$ cat config.mk
export PLATFORM = sky130hd
export DESIGN_NAME = rto_scanner
export DESIGN_NICKNAME = d
export VERILOG_FILES = /design/src/rtl/rto_pkg.sv /design/src/rtl/rto_prescaler.sv /design/src/rtl/rto_scan_ptr.sv /design/src/rtl/rto_chan_table.sv /design/src/rtl/rto_scanner.sv
export SDC_FILE = /design/constraint.sdc
export NUM_CORES = 1
export LEC_CHECK = 0
export BUFFER_PORTS_ARGS = -buffer_cell sky130_fd_sc_hd__buf_2
export CORE_ASPECT_RATIO = 1.2
export CORE_UTILIZATION = 50
export CTS_BUF_LIST = sky130_fd_sc_hd__clkbuf_8
export DETAILED_ROUTE_END_ITERATION = 8
export GPL_TIMING_DRIVEN = 0
export PLACE_DENSITY = 0.67
export SETUP_SLACK_MARGIN = 0.4
export SYNTH_ARGS = -nofsm -noshare
export SYNTH_HDL_FRONTEND = slang
export SYNTH_SLANG_ARGS = --single-unit
$ cat constraint.sdc
create_clock -name clk -period 4.5 [get_ports clk]
set_input_delay 0.225 -clock clk [delete_from_list [all_inputs] [get_ports clk]]
set_output_delay 0.225 -clock clk [all_outputs]
set_load 0.03 [all_outputs]
$ cat src/rtl/rto_pkg.sv
package rto_pkg;
   typedef enum logic {
      MODE_MSG    = 1'b0,
      MODE_STREAM = 1'b1
   } rto_mode_e;

   localparam int STAT_W     = 4;
   localparam int STAT_TO_BIT = 0;
endpackage

$ cat src/rtl/rto_prescaler.sv
module rto_prescaler #(
   parameter int PRE_W = 12
) (
   input  logic             clk,
   input  logic             rst,
   input  logic [PRE_W-1:0] per,
   output logic             tick
);
   logic [PRE_W-1:0] cnt_q;

   assign tick = (per != '0) && (cnt_q >= per - 1'b1);

   always_ff @(posedge clk) begin
      if (rst) begin
         cnt_q <= '0;
      end else if (per == '0 || tick) begin
         cnt_q <= '0;
      end else begin
         cnt_q <= cnt_q + 1'b1;
      end
   end

   // with a divider above one, ticks are never back to back
   assert_tick_spacing_R1: assert property (@(posedge clk) disable iff (rst)
      (tick && per > 1 && $stable(per)) |=> !tick)
      else $error("prescaler ticked on consecutive cycles");
endmodule

$ cat src/rtl/rto_scan_ptr.sv
module rto_scan_ptr #(
   parameter int NUM_CH = 8,
   parameter int SCAN_W = 6,
   parameter int CH_W   = 3
) (
   input  logic              clk,
   input  logic              rst,
   input  logic              tick,
   input  logic              stall,
   input  logic [SCAN_W-1:0] scan_len,
   output logic              visit_vld,
   output logic [CH_W-1:0]   visit_idx
);
   localparam logic [SCAN_W:0] NCH_EXT = (SCAN_W+1)'(NUM_CH);

   logic [SCAN_W-1:0] ptr_q;
   logic              step;

   assign step      = tick && !stall && (scan_len != '0);
   assign visit_vld = step && ({1'b0, ptr_q} < NCH_EXT);
   assign visit_idx = ptr_q[CH_W-1:0];

   always_ff @(posedge clk) begin
      if (rst) begin
         ptr_q <= '0;
      end else if (step) begin
         ptr_q <= (ptr_q >= scan_len - 1'b1) ? '0 : ptr_q + 1'b1;
      end
   end

   // the scan position is frozen while an entry waits
   assert_scan_frozen_R6: assert property (@(posedge clk) disable iff (rst)
      stall |=> $stable(ptr_q))
      else $error("scan moved while stalled");
endmodule

$ cat src/rtl/rto_chan_table.sv
module rto_chan_table
   import rto_pkg::*;
#(
   parameter int NUM_CH = 8,
   parameter int CH_W   = 3,
   parameter int TERM_W = 6,
   parameter int PTR_W  = 16
) (
   input  logic              clk,
   input  logic              rst,
   input  logic              cfg_we,
   input  logic [CH_W-1:0]   cfg_idx,
   input  logic              cfg_en,
   input  logic              cfg_mode,
   input  logic [TERM_W-1:0] cfg_term,
   input  logic              cell_vld,
   input  logic [CH_W-1:0]   cell_idx,
   input  logic [PTR_W-1:0]  cell_ptr,
   input  logic              visit_vld,
   input  logic [CH_W-1:0]   visit_idx,
   input  logic              clr_vld,
   input  logic [CH_W-1:0]   clr_idx,
   output logic              hit,
   output logic [PTR_W-1:0]  hit_ptr,
   input  logic [CH_W-1:0]   rd_idx,
   output logic              rd_en,
   output logic              rd_mode,
   output logic [TERM_W-1:0] rd_term,
   output logic              rd_open,
   output logic [TERM_W-1:0] rd_idle,
   output logic [PTR_W-1:0]  rd_first,
   output logic [PTR_W-1:0]  rd_last
);
   localparam logic [TERM_W-1:0] IDLE_MAX = {TERM_W{1'b1}};

   logic [NUM_CH-1:0] en_q;
   logic [NUM_CH-1:0] open_q;
   rto_mode_e         mode_q  [NUM_CH];
   logic [TERM_W-1:0] term_q  [NUM_CH];
   logic [TERM_W-1:0] idle_q  [NUM_CH];
   logic [PTR_W-1:0]  first_q [NUM_CH];
   logic [PTR_W-1:0]  last_q  [NUM_CH];

   logic              v_live;
   logic [TERM_W-1:0] v_inc;
   logic [TERM_W-1:0] v_idle;
   logic [TERM_W-1:0] v_term;

   assign v_idle = idle_q[visit_idx];
   assign v_term = term_q[visit_idx];
   assign v_inc  = (v_idle == IDLE_MAX) ? IDLE_MAX : v_idle + 1'b1;
   assign v_live = visit_vld && en_q[visit_idx] && open_q[visit_idx]
                   && (v_term != '0)
                   && !(cell_vld && cell_idx == visit_idx)
                   && !(cfg_we && cfg_idx == visit_idx);
   assign hit     = v_live && (v_inc >= v_term);
   assign hit_ptr = (mode_q[visit_idx] == MODE_STREAM) ? last_q[visit_idx]
                                                       : first_q[visit_idx];

   assign rd_en    = en_q[rd_idx];
   assign rd_mode  = mode_q[rd_idx];
   assign rd_term  = term_q[rd_idx];
   assign rd_open  = open_q[rd_idx];
   assign rd_idle  = idle_q[rd_idx];
   assign rd_first = first_q[rd_idx];
   assign rd_last  = last_q[rd_idx];

   for (genvar i = 0; i < NUM_CH; i++) begin : g_ch
      logic sel_cfg, sel_cell, sel_clr, sel_vis;
      assign sel_cfg  = cfg_we   && (cfg_idx   == CH_W'(i));
      assign sel_cell = cell_vld && (cell_idx  == CH_W'(i));
      assign sel_clr  = clr_vld  && (clr_idx   == CH_W'(i));
      assign sel_vis  = v_live   && (visit_idx == CH_W'(i));

      always_ff @(posedge clk) begin
         if (rst) begin
            en_q[i]    <= 1'b0;
            open_q[i]  <= 1'b0;
            mode_q[i]  <= MODE_MSG;
            term_q[i]  <= '0;
            idle_q[i]  <= '0;
            first_q[i] <= '0;
            last_q[i]  <= '0;
         end else if (sel_cfg) begin
            en_q[i]    <= cfg_en;
            mode_q[i]  <= rto_mode_e'(cfg_mode);
            term_q[i]  <= cfg_term;
            open_q[i]  <= 1'b0;
            idle_q[i]  <= '0;
            first_q[i] <= '0;
            last_q[i]  <= '0;
         end else if (sel_cell) begin
            idle_q[i] <= '0;
            open_q[i] <= 1'b1;
            last_q[i] <= cell_ptr;
            if (!open_q[i] || sel_clr) begin
               first_q[i] <= cell_ptr;
            end
         end else if (sel_clr) begin
            open_q[i] <= 1'b0;
            idle_q[i] <= '0;
         end else if (sel_vis) begin
            idle_q[i] <= v_inc;
         end
      end

      // an accepted channel is closed with a zero idle count
      assert_closed_after_accept_R7: assert property (@(posedge clk) disable iff (rst)
         (sel_clr && !sel_cell && !sel_cfg) |=> (!open_q[i] && idle_q[i] == '0))
         else $error("channel not re-initialised after accept");

      // the idle count saturates instead of wrapping
      assert_idle_saturates_R3: assert property (@(posedge clk) disable iff (rst)
         (idle_q[i] == IDLE_MAX) |=> (idle_q[i] == IDLE_MAX || idle_q[i] == '0))
         else $error("idle count wrapped");
   end

   // a visit never coincides with an accept clear
   assert_no_visit_on_accept_R6: assert property (@(posedge clk) disable iff (rst)
      !(visit_vld && clr_vld))
      else $error("scan visited while an entry was being accepted");
endmodule

$ cat src/rtl/rto_scanner.sv
module rto_scanner
   import rto_pkg::*;
#(
   parameter int NUM_CH = 8,
   parameter int PRE_W  = 12,
   parameter int SCAN_W = 6,
   parameter int TERM_W = 6,
   parameter int PTR_W  = 16,
   localparam int CH_W  = (NUM_CH > 1) ? $clog2(NUM_CH) : 1
) (
   input  logic              clk,
   input  logic              rst,
   input  logic [PRE_W-1:0]  pre_per,
   input  logic [SCAN_W-1:0] scan_len,
   input  logic              cfg_we,
   input  logic [CH_W-1:0]   cfg_idx,
   input  logic              cfg_en,
   input  logic              cfg_mode,
   input  logic [TERM_W-1:0] cfg_term,
   input  logic [CH_W-1:0]   rd_idx,
   output logic              rd_en,
   output logic              rd_mode,
   output logic [TERM_W-1:0] rd_term,
   output logic              rd_open,
   output logic [TERM_W-1:0] rd_idle,
   output logic [PTR_W-1:0]  rd_first,
   output logic [PTR_W-1:0]  rd_last,
   input  logic              cell_vld,
   input  logic [CH_W-1:0]   cell_idx,
   input  logic [PTR_W-1:0]  cell_ptr,
   output logic              stat_vld,
   input  logic              stat_ready,
   output logic [STAT_W-1:0] stat_code,
   output logic [CH_W-1:0]   stat_idx,
   output logic [PTR_W-1:0]  stat_ptr
);
   if (NUM_CH < 2 || NUM_CH >= (1 << SCAN_W)) begin : g_bad_ch
      $error("NUM_CH must be at least 2 and below 2**SCAN_W");
   end
   if (TERM_W < 2 || PRE_W < 1 || PTR_W < 1) begin : g_bad_w
      $error("field widths too small");
   end

   logic             tick;
   logic             visit_vld;
   logic [CH_W-1:0]  visit_idx;
   logic             hit;
   logic [PTR_W-1:0] hit_ptr;
   logic             accept;

   assign accept = stat_vld && stat_ready;

   rto_prescaler #(.PRE_W(PRE_W)) u_pre (
      .clk(clk), .rst(rst), .per(pre_per), .tick(tick)
   );

   rto_scan_ptr #(.NUM_CH(NUM_CH), .SCAN_W(SCAN_W), .CH_W(CH_W)) u_scan (
      .clk(clk), .rst(rst), .tick(tick), .stall(stat_vld),
      .scan_len(scan_len), .visit_vld(visit_vld), .visit_idx(visit_idx)
   );

   rto_chan_table #(.NUM_CH(NUM_CH), .CH_W(CH_W), .TERM_W(TERM_W),
                    .PTR_W(PTR_W)) u_tab (
      .clk(clk), .rst(rst),
      .cfg_we(cfg_we), .cfg_idx(cfg_idx), .cfg_en(cfg_en),
      .cfg_mode(cfg_mode), .cfg_term(cfg_term),
      .cell_vld(cell_vld), .cell_idx(cell_idx), .cell_ptr(cell_ptr),
      .visit_vld(visit_vld), .visit_idx(visit_idx),
      .clr_vld(accept), .clr_idx(stat_idx),
      .hit(hit), .hit_ptr(hit_ptr),
      .rd_idx(rd_idx), .rd_en(rd_en), .rd_mode(rd_mode), .rd_term(rd_term),
      .rd_open(rd_open), .rd_idle(rd_idle), .rd_first(rd_first),
      .rd_last(rd_last)
   );

   always_ff @(posedge clk) begin
      if (rst) begin
         stat_vld  <= 1'b0;
         stat_code <= '0;
         stat_idx  <= '0;
         stat_ptr  <= '0;
      end else if (hit) begin
         stat_vld               <= 1'b1;
         stat_code              <= '0;
         stat_code[STAT_TO_BIT] <= 1'b1;
         stat_idx               <= visit_idx;
         stat_ptr               <= hit_ptr;
      end else if (accept) begin
         stat_vld <= 1'b0;
      end
   end

   // a waiting entry holds still under backpressure
   assert_entry_held_R6: assert property (@(posedge clk) disable iff (rst)
      (stat_vld && !stat_ready) |=>
         (stat_vld && $stable(stat_idx) && $stable(stat_ptr) && $stable(stat_code)))
      else $error("entry changed or dropped while not accepted");

   // an entry is only raised by a scan tick
   assert_entry_from_tick_R2: assert property (@(posedge clk) disable iff (rst)
      $rose(stat_vld) |-> $past(tick))
      else $error("entry raised without a tick");
endmodule

Yosys cells after proc, flatten, opt, wreduce, memory -nomap -nowiden
Memory sizes are Yosys's and may differ from the RTL's. A register that Yosys moved wholly into a read port is not among the register bits.
Cells that the tools add are included.
W data, S select, Z words.
{"block": "totals", "reg_bits": 55, "ramBits": 360, "word_cells": 545, "memories": 5}
{"memory": "u_tab.first_q", "depth": 8, "word_bits": 16, "rd": 2, "rd_ports_with_merged_regs": 1, "wr": 8, "line_no": "rto_chan_table.sv:41", "rtl": "logic [PTR_W-1:0] first_q [NUM_CH];"}
{"memory": "u_tab.last_q", "depth": 8, "word_bits": 16, "rd": 2, "rd_ports_with_merged_regs": 1, "wr": 8, "line_no": "rto_chan_table.sv:42", "rtl": "logic [PTR_W-1:0] last_q [NUM_CH];"}
{"memory": "u_tab.idle_q", "depth": 8, "word_bits": 6, "rd": 2, "rd_ports_with_merged_regs": 1, "wr": 8, "line_no": "rto_chan_table.sv:40", "rtl": "logic [TERM_W-1:0] idle_q [NUM_CH];"}
{"memory": "u_tab.term_q", "depth": 8, "word_bits": 6, "rd": 2, "rd_ports_with_merged_regs": 1, "wr": 8, "line_no": "rto_chan_table.sv:39", "rtl": "logic [TERM_W-1:0] term_q [NUM_CH];"}
{"memory": "u_tab.mode_q", "depth": 8, "word_bits": 1, "rd": 2, "rd_ports_with_merged_regs": 1, "wr": 8, "line_no": "rto_chan_table.sv:38", "rtl": "rto_mode_e mode_q [NUM_CH];"}
{"block": "op_classes", "add_sub_neg": 5, "n_lt_le_gt_ge": 6, "eq_ne": 31, "mux": 305, "bitwise_logic": 80, "reduce_logical": 91}
{"cell": "$mux W16", "count": 33}
{"cell": "$mux W6", "count": 42}
{"cell": "$mux W1", "count": 216}
{"cell": "$or A1 B1 Y1", "count": 80}
{"cell": "$eq A3 B3 Y1 const B", "count": 16}
{"cell": "$logic_and A1 B1 Y1", "count": 45}
{"cell": "$mux W3", "count": 10}
{"cell": "$eq A3 B2 Y1 const B", "count": 8}
{"cell": "$reduce_bool A2 Y1", "count": 9}
{"cell": "$reduce_or A2 Y1", "count": 9}
{"cell": "$add A12 B1 Y12 const B", "count": 1}
{"cell": "$add A6 B1 Y6 const B", "count": 2}
{"cell": "$bmux W1 S3", "count": 4}
{"cell": "$eq A3 B1 Y1 const B", "count": 4}
{"cell": "$ge A12 B12 Y1", "count": 1}
{"cell": "$ge A6 B6 Y1", "count": 2}
{"cell": "$logic_not A12 Y1", "count": 1}
{"cell": "$logic_not A3 Y1", "count": 4}
{"cell": "$reduce_bool A12 Y1", "count": 1}
{"cell": "$reduce_bool A6 Y1", "count": 2}
{"cell": "$sub A12 B1 Y12 const B", "count": 1}
{"cell": "$logic_not A1 Y1", "count": 11}
{"cell": "$logic_or A1 B1 Y1", "count": 9}
{"cell": "$lt A3 B4 Y1 const B", "count": 2}
{"cell": "other kinds (4)", "count": 5}

Depth between registers and ports, before layout
{"block": "logic_depth", "word_depth": 19, "mapped_depth": 16}

Cells and area by module
Synthesis repeated with hierarchy kept, for this count alone.
{"block": "unflattened", "cells_unflattened": 1600, "area_unflattened_um2": 22928.2}
{"mod": "rto_chan_table", "n_inst": 1, "cells_each": 1339, "area_each_um2": 20473.4, "seq_area_each_um2": 11130.7}
{"mod": "rto_prescaler", "n_inst": 1, "cells_each": 115, "area_each_um2": 1049.8, "seq_area_each_um2": 240.2}
{"mod": "rto_scanner", "n_inst": 1, "cells_each": 74, "area_each_um2": 795.8, "seq_area_each_um2": 420.4}
{"mod": "rto_scan_ptr", "n_inst": 1, "cells_each": 72, "area_each_um2": 609.3, "seq_area_each_um2": 120.1}

Worst setup path after synthesis
Ideal clock, no wire load.
{"block": "synth_path", "path_type": "input -> register", "from": "input pre_per[0]", "to": "memory u_tab.idle_q[5][0] (enable)", "setup_ns": 0.377, "arrival_ns": 3.439, "setup_slack_ns": 0.684, "stages": 13, "cell_sequence": "inv_1 -> ha_1 -> or4b_2 -> nor4_1 -> xnor2_1 -> ha_1 -> and4_1 -> and3_1 -> a31oi_1 -> a21oi_2 -> nand4_1 -> buf_6 -> o21ai_0"}
{"item": "start: declaration", "line_no": "rto_scanner.sv:13", "rtl": "input logic [PRE_W-1:0] pre_per,"}
{"item": "end: declaration", "line_no": "rto_chan_table.sv:40"}

==> flow_summary.toml <==
[die]
dieArea_sq_um = 46700
die_width_um = 197
start_util = 0.508
core-area_sq_um = 45100
std_cell_rows = 85
io_pins = 127
die_y_um = 237

[global_routing]
grt_max_degree = 19
grt_pass1_vias = 15900
antenna_found_initial = 5
grt_usage = 0.311
grt_pass1_wl_um = 103000
gr-total-overflow = 0

[logic_synthesis]
synthArstFlopShare = 0
synth.area.mux_share = 0.230
synth_seq_cells = 418
synth_enable_flop_cells = 360
netlist_instances = 1621
syn-cell-area_sq_um = 22900
synth_cell_types = 61
synth_top_family_by_area = "multiplexers"
syn_area_per_cell_sq_um = 14.1
synth_sequential_area_ratio = 0.522
synthAdderAreaFrac = 0.0191
synth_compound_area_frac = 0.0367
yosys.area_share.xor_xnor = 0.0130
yosys.area_share.simple = 0.145
synth_top_flop_cell = "edfxtp_1"
ys_warn_count = 0

[power_and_ir_drop]
p_int_mw = 6.58
pwr-share-comb = 0.127
ir_worst_vdd_v = 0.000217
power.switching_mw = 2.37
pwr-share-clk = 0.365
p_seq_frac = 0.508
p_sw_frac = 0.264
power_mw = 8.95
leakage_nw = 9.77
p_per_area_nw_per_um2 = 343

[cts]
clock_latency_ns = 0.67
cts_tree = "built"
cts.sinks = 418
clk_pin_slew_ns = 0.07
htreeDepth = 3
cts_root_buffer = "clkbuf_8"
clk_path_buf_depth = 3
numCtsBuffers = 70

[sta]
finalSetupViolCount = 0
achievable-frequency_mhz = 254
rsz0062_at_grt = "false"
setup_ws_ns = 0.558
min_period_ns = 3.94
finalCritPeriodShare = 0.876
hold_ws_ns = 0.0184
worst_slew_pin_slew_ns = 1.37
skew_ns = 0.0421
worst_slew_margin_rel = 0.0867
finalHoldViolCount = 0
slew_violations = 0

[job]
max-cap-violations = 0

[status]
status = "finished clean"

[cells_and_area]
layout_commonest_cell = "edfxtp_1"
finalNetCount = 1937
nFillCells = 3783
final_cell_mix = "edfxtp_1 (360), and2_1 (267), mux4_2 (173)"
drive_above_1_share = 0.270
fin_area_sq_um = 26000
post_layout_nonfiller_instances = 2512
synthToLayoutAreaGrowth_pct = 13.6
multi_input_area_sq_um = 10300
register_area_sq_um = 12000

[setup_path]
cp_cell_sequence = "buf_6 -> buf_8 -> mux4_1 -> mux2_2 -> ha_1 -> and2_1 -> a21boi_4 -> ha_1 -> nand2b_1 -> a21o_1 -> a211oi_2 -> o21ai_2 -> nand4_4 -> buf_8 -> mux2i_1"
critPathBufInv = 3
slowest_delay_ns = 0.64
cp_top_family = "multiplexers"
r2r_end = "stat_ptr[5]$_SDFFE_PP0P_"
r2r_slack_ns = 0.56
reg2reg_depth = 15
slowest_stage = "mux4_1"
worstSetupEndpointType = "register"
startpoint_type = "register"
setup.worst_path.class = "register to register"
cp.arrival_ns = 4.50
crit_fanout = 10
cp_data_required_time_ns = 5.06

[worst_hold_path]
min_from = "cell_ptr[0]"
hp-class = "input port to register"
holdPathStages = 2
hold_path_end = "u_tab.first_q[4][0]$_SDFFCE_PN0P_"

[route]
ant_nets = 0
first_iter_violations = 1631
num_vias = 15800
drc_errors = 0
wl_per_cell_um = 28.5
totalWireLength_um = 71500
viasPerCell = 6.28
dr.pass1.iters = 7

[placed_design]
port-buffer-count = 119
place_hpwl_um = 51500
gp_congestion = 0.930
place_inst = 2358
post-place-ws_ns = -0.542
dpl-instance-area_sq_um = 24400
[worst reg2reg max path, cell delays in order, from the launching register on]
cell,delay (ns)
dfxtp_1,0.32
buf_6,0.15
buf_8,0.19
mux4_1,0.65
mux2_2,0.32
ha_1,0.25
and2_1,0.24
a21boi_4,0.20
ha_1,0.26
nand2b_1,0.14
a21o_1,0.18
a211oi_2,0.25
o21ai_2,0.14
nand4_4,0.15
buf_8,0.20
mux2i_1,0.22
[power by group through the flow]
stage | clock network (mW) | logic [mW] | registers [mW]
4_1_cts | 3.29 | 1.12 | 4.54
5_1_grt | 3.45 | 1.18 | 4.57
3_5_place_dp | 0 | 1.10 | 4.62
6_report | 3.27 | 1.13 | 4.55
2_1_floorplan | 0 | 0.709 | 4.58
3_3_place_gp | 0 | 1.07 | 4.61
[worst max-delay path by stage]
stage / from / slack, ns / to / cells after the start
after detailed placement: register / -0.54 / stat_ptr[11]$_SDFFE_PP0P_ / 16
after global routing: pre_per[0] / 0.44 / u_tab.idle_q[0][4]$_SDFFCE_PN0P_ / 14
final: register / 0.56 / stat_ptr[5]$_SDFFE_PP0P_ / 15
after floorplan: pre_per[0] / 0.68 / u_tab.idle_q[5][0]$_SDFFCE_PN0P_ / 13
after global placement: register / -0.47 / stat_ptr[12]$_SDFFE_PP0P_ / 16
after CTS: pre_per[0] / 0.46 / u_tab.idle_q[2][0]$_SDFFCE_PN0P_ / 13
[synth_stat cells, types with 24 or more instances]
| cell | number | area [sq um] |
|---|---|---|
| a211oi_1 | 28 | 210 |
| and2_1 | 266 | 1660 |
| and3_1 | 53 | 332 |
| clkbuf_1 | 72 | 270 |
| dfxtp_1 | 58 | 1160 |
| edfxtp_1 | 360 | 10800 |
| ha_1 | 35 | 438 |
| inv_1 | 31 | 116 |
| mux2_2 | 54 | 608 |
| mux2i_1 | 47 | 470 |
| mux4_2 | 173 | 3900 |
| nand2_1 | 42 | 158 |
| nand2b_1 | 32 | 200 |
| nand3_1 | 25 | 125 |
| nor2_1 | 44 | 165 |
| nor2b_1 | 25 | 156 |
| nor3_1 | 48 | 240 |
| xnor2_1 | 24 | 210 |
[through the flow]
stage,TNS [ns],utilization
2_1_floorplan,0,-
3_3_place_gp,-12.14,0.538
3_5_place_dp,-18.09,0.541
4_1_cts,0,0.577
5_1_grt,0,0.577
6_report,0,0.578
[layout make-up]
cell class                      instances  share of cell area
Antenna cell                            4            0.000384
Inverter                               31             0.00447
Multi-Input combinational cell       1051               0.395
Tap cell                              609              0.0293
Sequential cell                       418               0.460
Buffer                                123              0.0247
Clock buffer                           81              0.0428
Timing Repair Buffer                  151              0.0357
Clock inverter                         44             0.00793
[logic make-up after synthesis]
logic type	after synthesis
AOI/OAI and AO/OA	118
xor gates and xnor gates	34
adders and majority gates	35
buffers and inverters	154
DFF	418
muxes	286
other	1
and+or+nand+nor	575
[state kept, by name, indices dropped and copies added, names as in the netlist, named ones only]
name / cells
u_tab.last_q: 128
u_scan.ptr_q: 6
stat_code: 1
stat_ptr: 16
u_tab.en_q: 8
u_tab.idle_q: 48
u_tab.term_q: 48
u_tab.mode_q: 8
u_tab.first_q: 128
u_tab.open_q: 8
stat_vld: 1
stat_idx: 3
u_pre.cnt_q: 12
[routing by layer]
metal  GRT usage  up-vias  wire length (um)
li1            -     6720                 -
met1       0.361     7982             25000
met2       0.527      850             36200
met3      0.0585      209              5860
met4       0.203        4              4440
met5           0        -                24
[timing repair]
action / 4_1_cts / 5_1_grt
hold endpoints to repair: 103 / 0
hold buffers: 21 / 0
setup buffers: 3 / 1
setup endpoints to repair: 27 / 65
pin swaps: 2 / 1
resized for setup: 12 / 7
(Power assumes the default switching activity.)
